<file path="config.mk">
export PLATFORM = sky130hd
export DESIGN_NAME = async_sram_ctrl
export DESIGN_NICKNAME = d
export VERILOG_FILES = /design/src/rtl/sram_ctl_pkg.sv /design/src/rtl/sram_phase_timer.sv /design/src/rtl/sram_access_seq.sv /design/src/rtl/sram_ctl_datapath.sv /design/src/rtl/async_sram_ctrl.sv
export SDC_FILE = /design/constraint.sdc
export NUM_CORES = 1
export LEC_CHECK = 0
export BUFFER_PORTS_ARGS = -buffer_cell sky130_fd_sc_hd__clkbuf_2
export CORE_UTILIZATION = 46
export CTS_BUF_LIST = sky130_fd_sc_hd__clkbuf_16
export DETAILED_ROUTE_END_ITERATION = 12
export MAX_ROUTING_LAYER = met4
export PLACE_DENSITY_LB_ADDON = 0.25
export SLEW_MARGIN = 25
export SYNTH_ARGS = -nofsm -noshare
export SYNTH_HDL_FRONTEND = slang
export SYNTH_SLANG_ARGS = --single-unit
export TNS_END_PERCENT = 5
</file>
<file path="constraint.sdc">
create_clock -name clk -period 1.7 [get_ports clk]
set_clock_uncertainty 0.1 [all_clocks]
set_input_delay 0.51 -clock clk [delete_from_list [all_inputs] [get_ports clk]]
set_output_delay 0.51 -clock clk [all_outputs]
set_load 0.02 [all_outputs]
</file>
<file path="src/rtl/sram_ctl_pkg.sv">
package sram_ctl_pkg;

    typedef enum logic [2:0] {
        PH_IDLE   = 3'd0,
        PH_READ   = 3'd1,
        PH_RREL   = 3'd2,
        PH_WPULSE = 3'd3,
        PH_WREC   = 3'd4
    } phase_e;

    typedef struct packed {
        logic cs_n;
        logic we_n;
        logic oe_n;
        logic dq_oe;
    } strobe_t;

    localparam strobe_t STROBE_IDLE = '{cs_n: 1'b1, we_n: 1'b1, oe_n: 1'b1, dq_oe: 1'b0};

    // ceiling of ns / period, at least one cycle
    function automatic int unsigned ns_to_cyc(input int unsigned ns, input int unsigned per);
        int unsigned c;
        c = (ns + per - 1) / per;
        if (c == 0) c = 1;
        return c;
    endfunction

    function automatic int unsigned umax(input int unsigned a, input int unsigned b);
        return (a > b) ? a : b;
    endfunction

endpackage

</file>
<file path="src/rtl/sram_phase_timer.sv">
module sram_phase_timer #(
    parameter int unsigned CNT_W = 3
) (
    input  logic             clk,
    input  logic             rst,
    input  logic             load,
    input  logic [CNT_W-1:0] load_val,
    output logic [CNT_W-1:0] count,
    output logic             expired
);
    logic [CNT_W-1:0] cnt_q;

    always_ff @(posedge clk) begin
        if (rst) begin
            cnt_q <= '0;
        end else if (load) begin
            cnt_q <= load_val;
        end else if (cnt_q != '0) begin
            cnt_q <= cnt_q - 1'b1;
        end
    end

    assign count   = cnt_q;
    assign expired = (cnt_q == '0);
endmodule

</file>
<file path="src/rtl/sram_access_seq.sv">
module sram_access_seq
    import sram_ctl_pkg::*;
#(
    parameter int unsigned CNT_W  = 3,
    parameter int unsigned RD_CYC = 7,
    parameter int unsigned REL_CYC = 3,
    parameter int unsigned WP_CYC = 6,
    parameter int unsigned WR_CYC = 1
) (
    input  logic    clk,
    input  logic    rst,
    input  logic    req,
    input  logic    wr,
    output logic    accept,
    output logic    sample,
    output logic    ready,
    output strobe_t strobe
);
    phase_e           phase_q, phase_d;
    logic             tmr_load;
    logic [CNT_W-1:0] tmr_val;
    logic [CNT_W-1:0] tmr_count;
    logic             tmr_done;

    sram_phase_timer #(.CNT_W(CNT_W)) u_timer (
        .clk      (clk),
        .rst      (rst),
        .load     (tmr_load),
        .load_val (tmr_val),
        .count    (tmr_count),
        .expired  (tmr_done)
    );

    always_comb begin
        phase_d  = phase_q;
        tmr_load = 1'b0;
        tmr_val  = '0;
        unique case (phase_q)
            PH_IDLE: begin
                if (req) begin
                    tmr_load = 1'b1;
                    if (wr) begin
                        phase_d = PH_WPULSE;
                        tmr_val = CNT_W'(WP_CYC - 1);
                    end else begin
                        phase_d = PH_READ;
                        tmr_val = CNT_W'(RD_CYC - 1);
                    end
                end
            end
            PH_READ: begin
                if (tmr_done) begin
                    phase_d  = PH_RREL;
                    tmr_load = 1'b1;
                    tmr_val  = CNT_W'(REL_CYC - 1);
                end
            end
            PH_RREL: begin
                if (tmr_done) phase_d = PH_IDLE;
            end
            PH_WPULSE: begin
                if (tmr_done) begin
                    phase_d  = PH_WREC;
                    tmr_load = 1'b1;
                    tmr_val  = CNT_W'(WR_CYC - 1);
                end
            end
            PH_WREC: begin
                if (tmr_done) phase_d = PH_IDLE;
            end
            default: phase_d = PH_IDLE;
        endcase
    end

    always_ff @(posedge clk) begin
        if (rst) phase_q <= PH_IDLE;
        else     phase_q <= phase_d;
    end

    // strobes are decoded only from flops, never from host inputs
    always_comb begin
        strobe = STROBE_IDLE;
        unique case (phase_q)
            PH_READ: begin
                strobe.cs_n = 1'b0;
                strobe.oe_n = 1'b0;
            end
            PH_WPULSE: begin
                strobe.cs_n  = 1'b0;
                strobe.we_n  = 1'b0;
                strobe.dq_oe = (tmr_count != CNT_W'(WP_CYC - 1));
            end
            PH_WREC: begin
                strobe.dq_oe = 1'b1;
            end
            default: strobe = STROBE_IDLE;
        endcase
    end

    assign ready  = (phase_q == PH_IDLE);
    assign accept = ready && req;
    assign sample = (phase_q == PH_READ) && tmr_done;
endmodule

</file>
<file path="src/rtl/sram_ctl_datapath.sv">
module sram_ctl_datapath #(
    parameter int unsigned ADDR_W = 15,
    parameter int unsigned DATA_W = 8
) (
    input  logic              clk,
    input  logic              rst,
    input  logic              accept,
    input  logic              sample,
    input  logic [ADDR_W-1:0] req_addr,
    input  logic [DATA_W-1:0] req_wdata,
    input  logic [DATA_W-1:0] bus_in,
    output logic [ADDR_W-1:0] addr_q,
    output logic [DATA_W-1:0] wdata_q,
    output logic [DATA_W-1:0] rdata_q
);
    always_ff @(posedge clk) begin
        if (rst) begin
            addr_q  <= '0;
            wdata_q <= '0;
        end else if (accept) begin
            addr_q  <= req_addr;
            wdata_q <= req_wdata;
        end
    end

    always_ff @(posedge clk) begin
        if (rst)         rdata_q <= '0;
        else if (sample) rdata_q <= bus_in;
    end
endmodule

</file>
<file path="src/rtl/async_sram_ctrl.sv">
module async_sram_ctrl
    import sram_ctl_pkg::*;
#(
    parameter int unsigned ADDR_W  = 15,
    parameter int unsigned DATA_W  = 8,
    parameter int unsigned CLK_NS  = 10,
    parameter int unsigned T_RC_NS = 70,
    parameter int unsigned T_AA_NS = 70,
    parameter int unsigned T_OE_NS = 35,
    parameter int unsigned T_HZ_NS = 30,
    parameter int unsigned T_WC_NS = 70,
    parameter int unsigned T_WP_NS = 50,
    parameter int unsigned T_AW_NS = 60,
    parameter int unsigned T_DW_NS = 30
) (
    input  logic              clk,
    input  logic              rst,
    input  logic              host_req,
    input  logic              host_wr,
    input  logic [ADDR_W-1:0] host_addr,
    input  logic [DATA_W-1:0] host_wdata,
    output logic              host_ready,
    output logic [DATA_W-1:0] host_rdata,
    output logic              sram_cs_n,
    output logic              sram_we_n,
    output logic              sram_oe_n,
    output logic [ADDR_W-1:0] sram_addr,
    output logic [DATA_W-1:0] sram_dq_out,
    input  logic [DATA_W-1:0] sram_dq_in,
    output logic              sram_dq_oe
);
    localparam int unsigned C_RC = ns_to_cyc(T_RC_NS, CLK_NS);
    localparam int unsigned C_AA = ns_to_cyc(T_AA_NS, CLK_NS);
    localparam int unsigned C_OE = ns_to_cyc(T_OE_NS, CLK_NS);
    localparam int unsigned C_HZ = ns_to_cyc(T_HZ_NS, CLK_NS);
    localparam int unsigned C_WC = ns_to_cyc(T_WC_NS, CLK_NS);
    localparam int unsigned C_WP = ns_to_cyc(T_WP_NS, CLK_NS);
    localparam int unsigned C_AW = ns_to_cyc(T_AW_NS, CLK_NS);
    localparam int unsigned C_DW = ns_to_cyc(T_DW_NS, CLK_NS);

    localparam int unsigned RD_CYC  = umax(C_AA, C_OE);
    localparam int unsigned REL_CYC = (C_RC > RD_CYC) ? umax(C_HZ, C_RC - RD_CYC) : C_HZ;
    localparam int unsigned WP_CYC  = umax(umax(C_WP, C_AW), C_DW + 1);
    localparam int unsigned WR_CYC  = (C_WC > WP_CYC) ? (C_WC - WP_CYC) : 1;
    localparam int unsigned MAX_CYC = umax(umax(RD_CYC, REL_CYC), umax(WP_CYC, WR_CYC));
    localparam int unsigned CNT_W   = $clog2(MAX_CYC + 1);

    logic    accept;
    logic    sample;
    strobe_t strobe;

    sram_access_seq #(
        .CNT_W   (CNT_W),
        .RD_CYC  (RD_CYC),
        .REL_CYC (REL_CYC),
        .WP_CYC  (WP_CYC),
        .WR_CYC  (WR_CYC)
    ) u_seq (
        .clk    (clk),
        .rst    (rst),
        .req    (host_req),
        .wr     (host_wr),
        .accept (accept),
        .sample (sample),
        .ready  (host_ready),
        .strobe (strobe)
    );

    sram_ctl_datapath #(
        .ADDR_W (ADDR_W),
        .DATA_W (DATA_W)
    ) u_dp (
        .clk       (clk),
        .rst       (rst),
        .accept    (accept),
        .sample    (sample),
        .req_addr  (host_addr),
        .req_wdata (host_wdata),
        .bus_in    (sram_dq_in),
        .addr_q    (sram_addr),
        .wdata_q   (sram_dq_out),
        .rdata_q   (host_rdata)
    );

    assign sram_cs_n  = strobe.cs_n;
    assign sram_we_n  = strobe.we_n;
    assign sram_oe_n  = strobe.oe_n;
    assign sram_dq_oe = strobe.dq_oe;
endmodule

</file>
---- Word-level counts from Yosys, hierarchy flattened ----
Index checks and enable logic that the tools add are counted.
word-level totals
  register bits ........................... 37
  input bits .............................. 35
  output and inout bits ................... 36
cells by class
  $add $sub $neg .......................... 1
  equal/unequal tests ..................... 9
  multiplexer cells ....................... 19
  reduce and logical (&&, ||, !) cells .... 9
operators with widths
  cell                 number
  $mux 3               7
  $pmux 3 s4           1
  $eq 3x2->1 const B   2
  $logic_not 3->1      2
  $mux 2               3
  $ne 2x1->1 const B   3
  $pmux 3 s2           1
  $mux 1               5
  $pmux 1 s2           2
  $reduce_and 4->1     1
  $reduce_or 2->1      2
  $eq 3x1->1 const B   1
  $eq 3x3->1 const B   1
  $ne 3x3->1 const B   1
  $reduce_bool 3->1    1
  $sub 3x1->3 const B  1
  $logic_and 1x1->1    2
  $ne 2x2->1 const B   1
  $reduce_bool 2->1    1

---- Logic depth before layout (Yosys ltp) ----
  word-level depth ........................ 4
  mapped depth ............................ 6
  mapped depth without buffers ............ 5

---- Cells and area by module ----
From an unflattened synthesis, not the netlist that was laid out.
unflattened totals
  cells, all modules ...................... 153
  area, all modules ....................... 1592.8 µm²
by module, submodules not included
  module             instances  cells an instance  area an instance (µm²)  seq. area each (µm²)
  sram_ctl_datapath  1          100                1118.6                  620.6
  sram_access_seq    1          31                 267.8                   60.1
  sram_phase_timer   1          22                 206.4                   60.1

---- Least setup slack after synthesis ----
Ideal clock, no wire load.
  path kind ............................... flip-flop to output port
  start ................................... register u_seq.phase_q[1]
  end ..................................... output sram_oe_n
  data arrival time ....................... 1111 ps
  data required time ...................... 1090 ps
  slack ................................... -21 ps
  stages on the path, launching flop included .. 4
  buffers on the path ..................... 1
  cell sequence ........................... dfxtp_1 > buf_2 > nor3b_2 > inv_1
on the way
  longest elaborated chain between the ends .. 2
ends and longest elaborated chain
  what                    line                   text
  start, declared         sram_access_seq.sv:19  phase_e phase_q, phase_d;
  start signal, assigned  sram_access_seq.sv:77  else phase_q <= phase_d;
  $eq 3x1->1              sram_access_seq.sv:83  unique case (phase_q)
  $mux 1                  sram_access_seq.sv:83
  end, declared           async_sram_ctrl.sv:26  output logic sram_oe_n,
No other way between the ends.

---- Final worst setup path ----
  start ................................... register u_seq.u_timer.cnt_q[0], in the netlist u_seq.u_timer.count[0]
  end ..................................... output sram_dq_oe
on the way
  longest elaborated chain between the ends .. 2
ends and longest elaborated chain
  what                    line                    text
  start, declared         sram_phase_timer.sv:11  logic [CNT_W-1:0] cnt_q;
  start signal, assigned  sram_phase_timer.sv:17  cnt_q <= load_val;
  start signal, assigned  sram_phase_timer.sv:19  cnt_q <= cnt_q - 1'b1;
  $ne 3x3->1              sram_access_seq.sv:91   strobe.dq_oe = (tmr_count != CNT_W'(WP_CYC - 1));
  $pmux 1 s2              sram_access_seq.sv:83
  end, declared           async_sram_ctrl.sv:30   output logic sram_dq_oe
No other way between the ends.

==> impl_metrics.ini <==
[floorplan]
die_x_microns = 59.8
dieArea_sq_mm = 0.00358
fp-row-count = 20
io_pins = 71
die_y_microns = 59.8
start_util_pct = 49.6
core_sq_mm = 0.00310

[pwr]
p_per_area_mw_per_mm2 = 1470
power.total_mw = 3.34
worst_ir_drop_vdd_mv = 0.730
leakage_nw = 1.04

[run_status]
violations = negative setup slack
status = finished with violations

[logic_synthesis]
synth_cell_types = 28
netlist_area_sq_mm = 0.00154
ys.flop_type = dfxtp_1
ys_warn_count = 0
ys_seq_area_share_pct = 48.1
synth_edf_count = 0
yosys-top-cells-count = nand2_1 (49), dfxtp_1 (37), a21oi_1 (35), nand3_1 (11), o21ai_0 (10)
avgSynthCellArea_sq_um = 8.27
synthesis.nets = 224
syn-instance-count = 186
ys_ff_latch = 37
yosysTopAreaCell = dfxtp_1
yosysMostFrequentCell = nand2_1
synth_top_area_share_pct = 48.1
yosys-top-cells-area = dfxtp_1 (48%), nand2_1 (12%), a21oi_1 (11%)
ys_async_sr_fraction_pct = 0

[setup_path]
crit_path_start_kind = flop
worstPathRequired_ns = 1.09
critPathMaxStageDelay_ns = 0.38
arrival_ns = 1.22
worstPathCellList = ha_4 > nand2_2 > a32o_2 > buf_8
setup.worst_path.class = flop to output pin
crit_fanout = 3
slowest_stage = dfxtp_2
crit_path_end_kind = output pin

[layout]
final_area_sq_mm = 0.00227
multi_input_area_sq_um = 739
diodes = 0
final_util_pct = 73.0
fin_nets = 306
final_layout_size_suffix_gt1_share_pct = 41.6
regArea_sq_um = 749
areaGrowthSynthToFinish_pct = 47.2
nFillCells = 260

[detailed_routing]
drt_drc_violations_left = 0
via_per_inst = 5.02
routed_wl_microns = 3910
ant_nets = 0
dr_total_vias = 1572
post_drt_wl_per_cell_microns = 12.5
first_pass_iters = 4
drt_iter0_drc = 61

[sta]
rsz0062_at_grt = yes
period_share_pct = 108
hold_viol = 0
finalWorstPathRequiredPeriod_ns = 1.83
setup_viol = 5
slew_viol_final = 0
worst_slew_pin_slew_ns = 0.412
setup_slack_ns = -0.128
max-slew-margin-rel_pct = 71.8
fmaxAchievable_mhz = 547
whs_ns = 0.352

[flow_run]
cap_violations = 0

[global_routing]
grt.overflow.total = 0
grt_usage_pct = 23.1
grt_pass1_wl_microns = 6020
antenna_found_initial = 0
grt_pass1_vias = 1374
grt_max_degree = 29

[clock_tree]
cts.path.max_buffers = 2
htreeDepth = 2
cts_tree = done
clock_latency_ns = 0.27
clk_pin_slew_ns = 0.05
cts_buffers = 5
cts_root_buffer = clkbuf_16
cts.sinks = 37

[place]
postPlaceCellArea_sq_mm = 0.00202
gp_congestion = 0.834
place_worst_setup_slack_ns = 0.0277
post-dp-hpwl_microns = 2670
io_buffers = 70

[hold_path]
hp-class = flop to flop
## repair_timing
action                                  4_1_cts  5_1_grt
cloned                                        0        0
resized for setup                            11       17
pin swaps                                     2        2
setup buffers                                 1        0
hold buffers                                  0        0
endpoints found under the setup margin        5        9
## final cells by class
class,count,area share (%)
multi-input cells,131,32.6
flip-flops and latches,37,33.1
clock buffers,5,5.52
repair buffers,89,24.0
inverters,4,0.663
clock inverters,3,1.66
well taps,44,2.43
## cell families (layout without fill, tap and decap cells)
kind of cell,Yosys count,after routing,share of synthesized area (%)
AOI/OAI and AO/OA,50,50,18.0
muxes,1,1,0.650
DFF,37,37,48.1
buffers and inverters,18,101,6.67
and+or+nand+nor,77,77,24.1
adders and majority gates,3,3,2.44
## layer usage
metal	track usage, %	wire, microns	vias up
met3	4.55	163	2
met2	37.1	1970	45
met5	-	0	-
met1	29.4	1760	728
met4	6.98	12	0
li1	-	-	797
## worst paths after layout
kind / endpoint / startpoint / slack [ns] / cells past startpoint
min reg2reg: u_dp.wdata_q[1] / u_dp.wdata_q[1] / 0.35 / 2
max reg2reg: u_seq.phase_q[1] / u_seq.u_timer.count[1] / 0.01 / 6
min: u_dp.wdata_q[1] / u_dp.wdata_q[1] / 0.35 / 2
max: sram_dq_oe / u_seq.u_timer.count[0] / -0.13 / 4
## state kept, by name (all words and copies together) (netlist names)
signal / count
u_dp.addr_q: 15
u_dp.rdata_q: 8
u_seq.phase_q: 3
u_dp.wdata_q: 8
u_seq.u_timer.count: 3
## stage by stage
| step | setup TNS, ns | std cells |
|---|---|---|
| floorplan | 0 | 186 |
| global placement | 0 | 304 |
| detailed placement | 0 | 304 |
| CTS | -0.627 | 313 |
| global route | -0.577 | 313 |
| finish | -0.298 | 313 |
## cells in the final DEF, fill, tap and decap left out, types with 2 or more instances in the layout
master / count
buf_12: 2
o21ai_0: 10
a21oi_1: 35
nor3b_1: 2
clkbuf_2: 66
buf_6: 3
nand3_1: 11
buf_4: 16
ha_1: 2
inv_2: 2
inv_1: 3
nand2_1: 48
dfxtp_2: 4
dfxtp_1: 32
clkbuf_16: 5
nor2_1: 5
## power breakdown
part,switching (mW),internal (mW),total [mW]
Combinational,0.696,0.541,1.24
Sequential,0.0907,1.01,1.10
Clock,0.321,0.680,1.00
## critical path, delay by kind of cell, from the launching register on
kind / cells / cell delay (ns)
compound gates: 1 / 0.25
fa+ha+maj: 1 / 0.15
buf+inv: 1 / 0.13
flops: 1 / 0.38
simple gates: 1 / 0.05
Note: power is estimated with default switching activity, not from simulation.
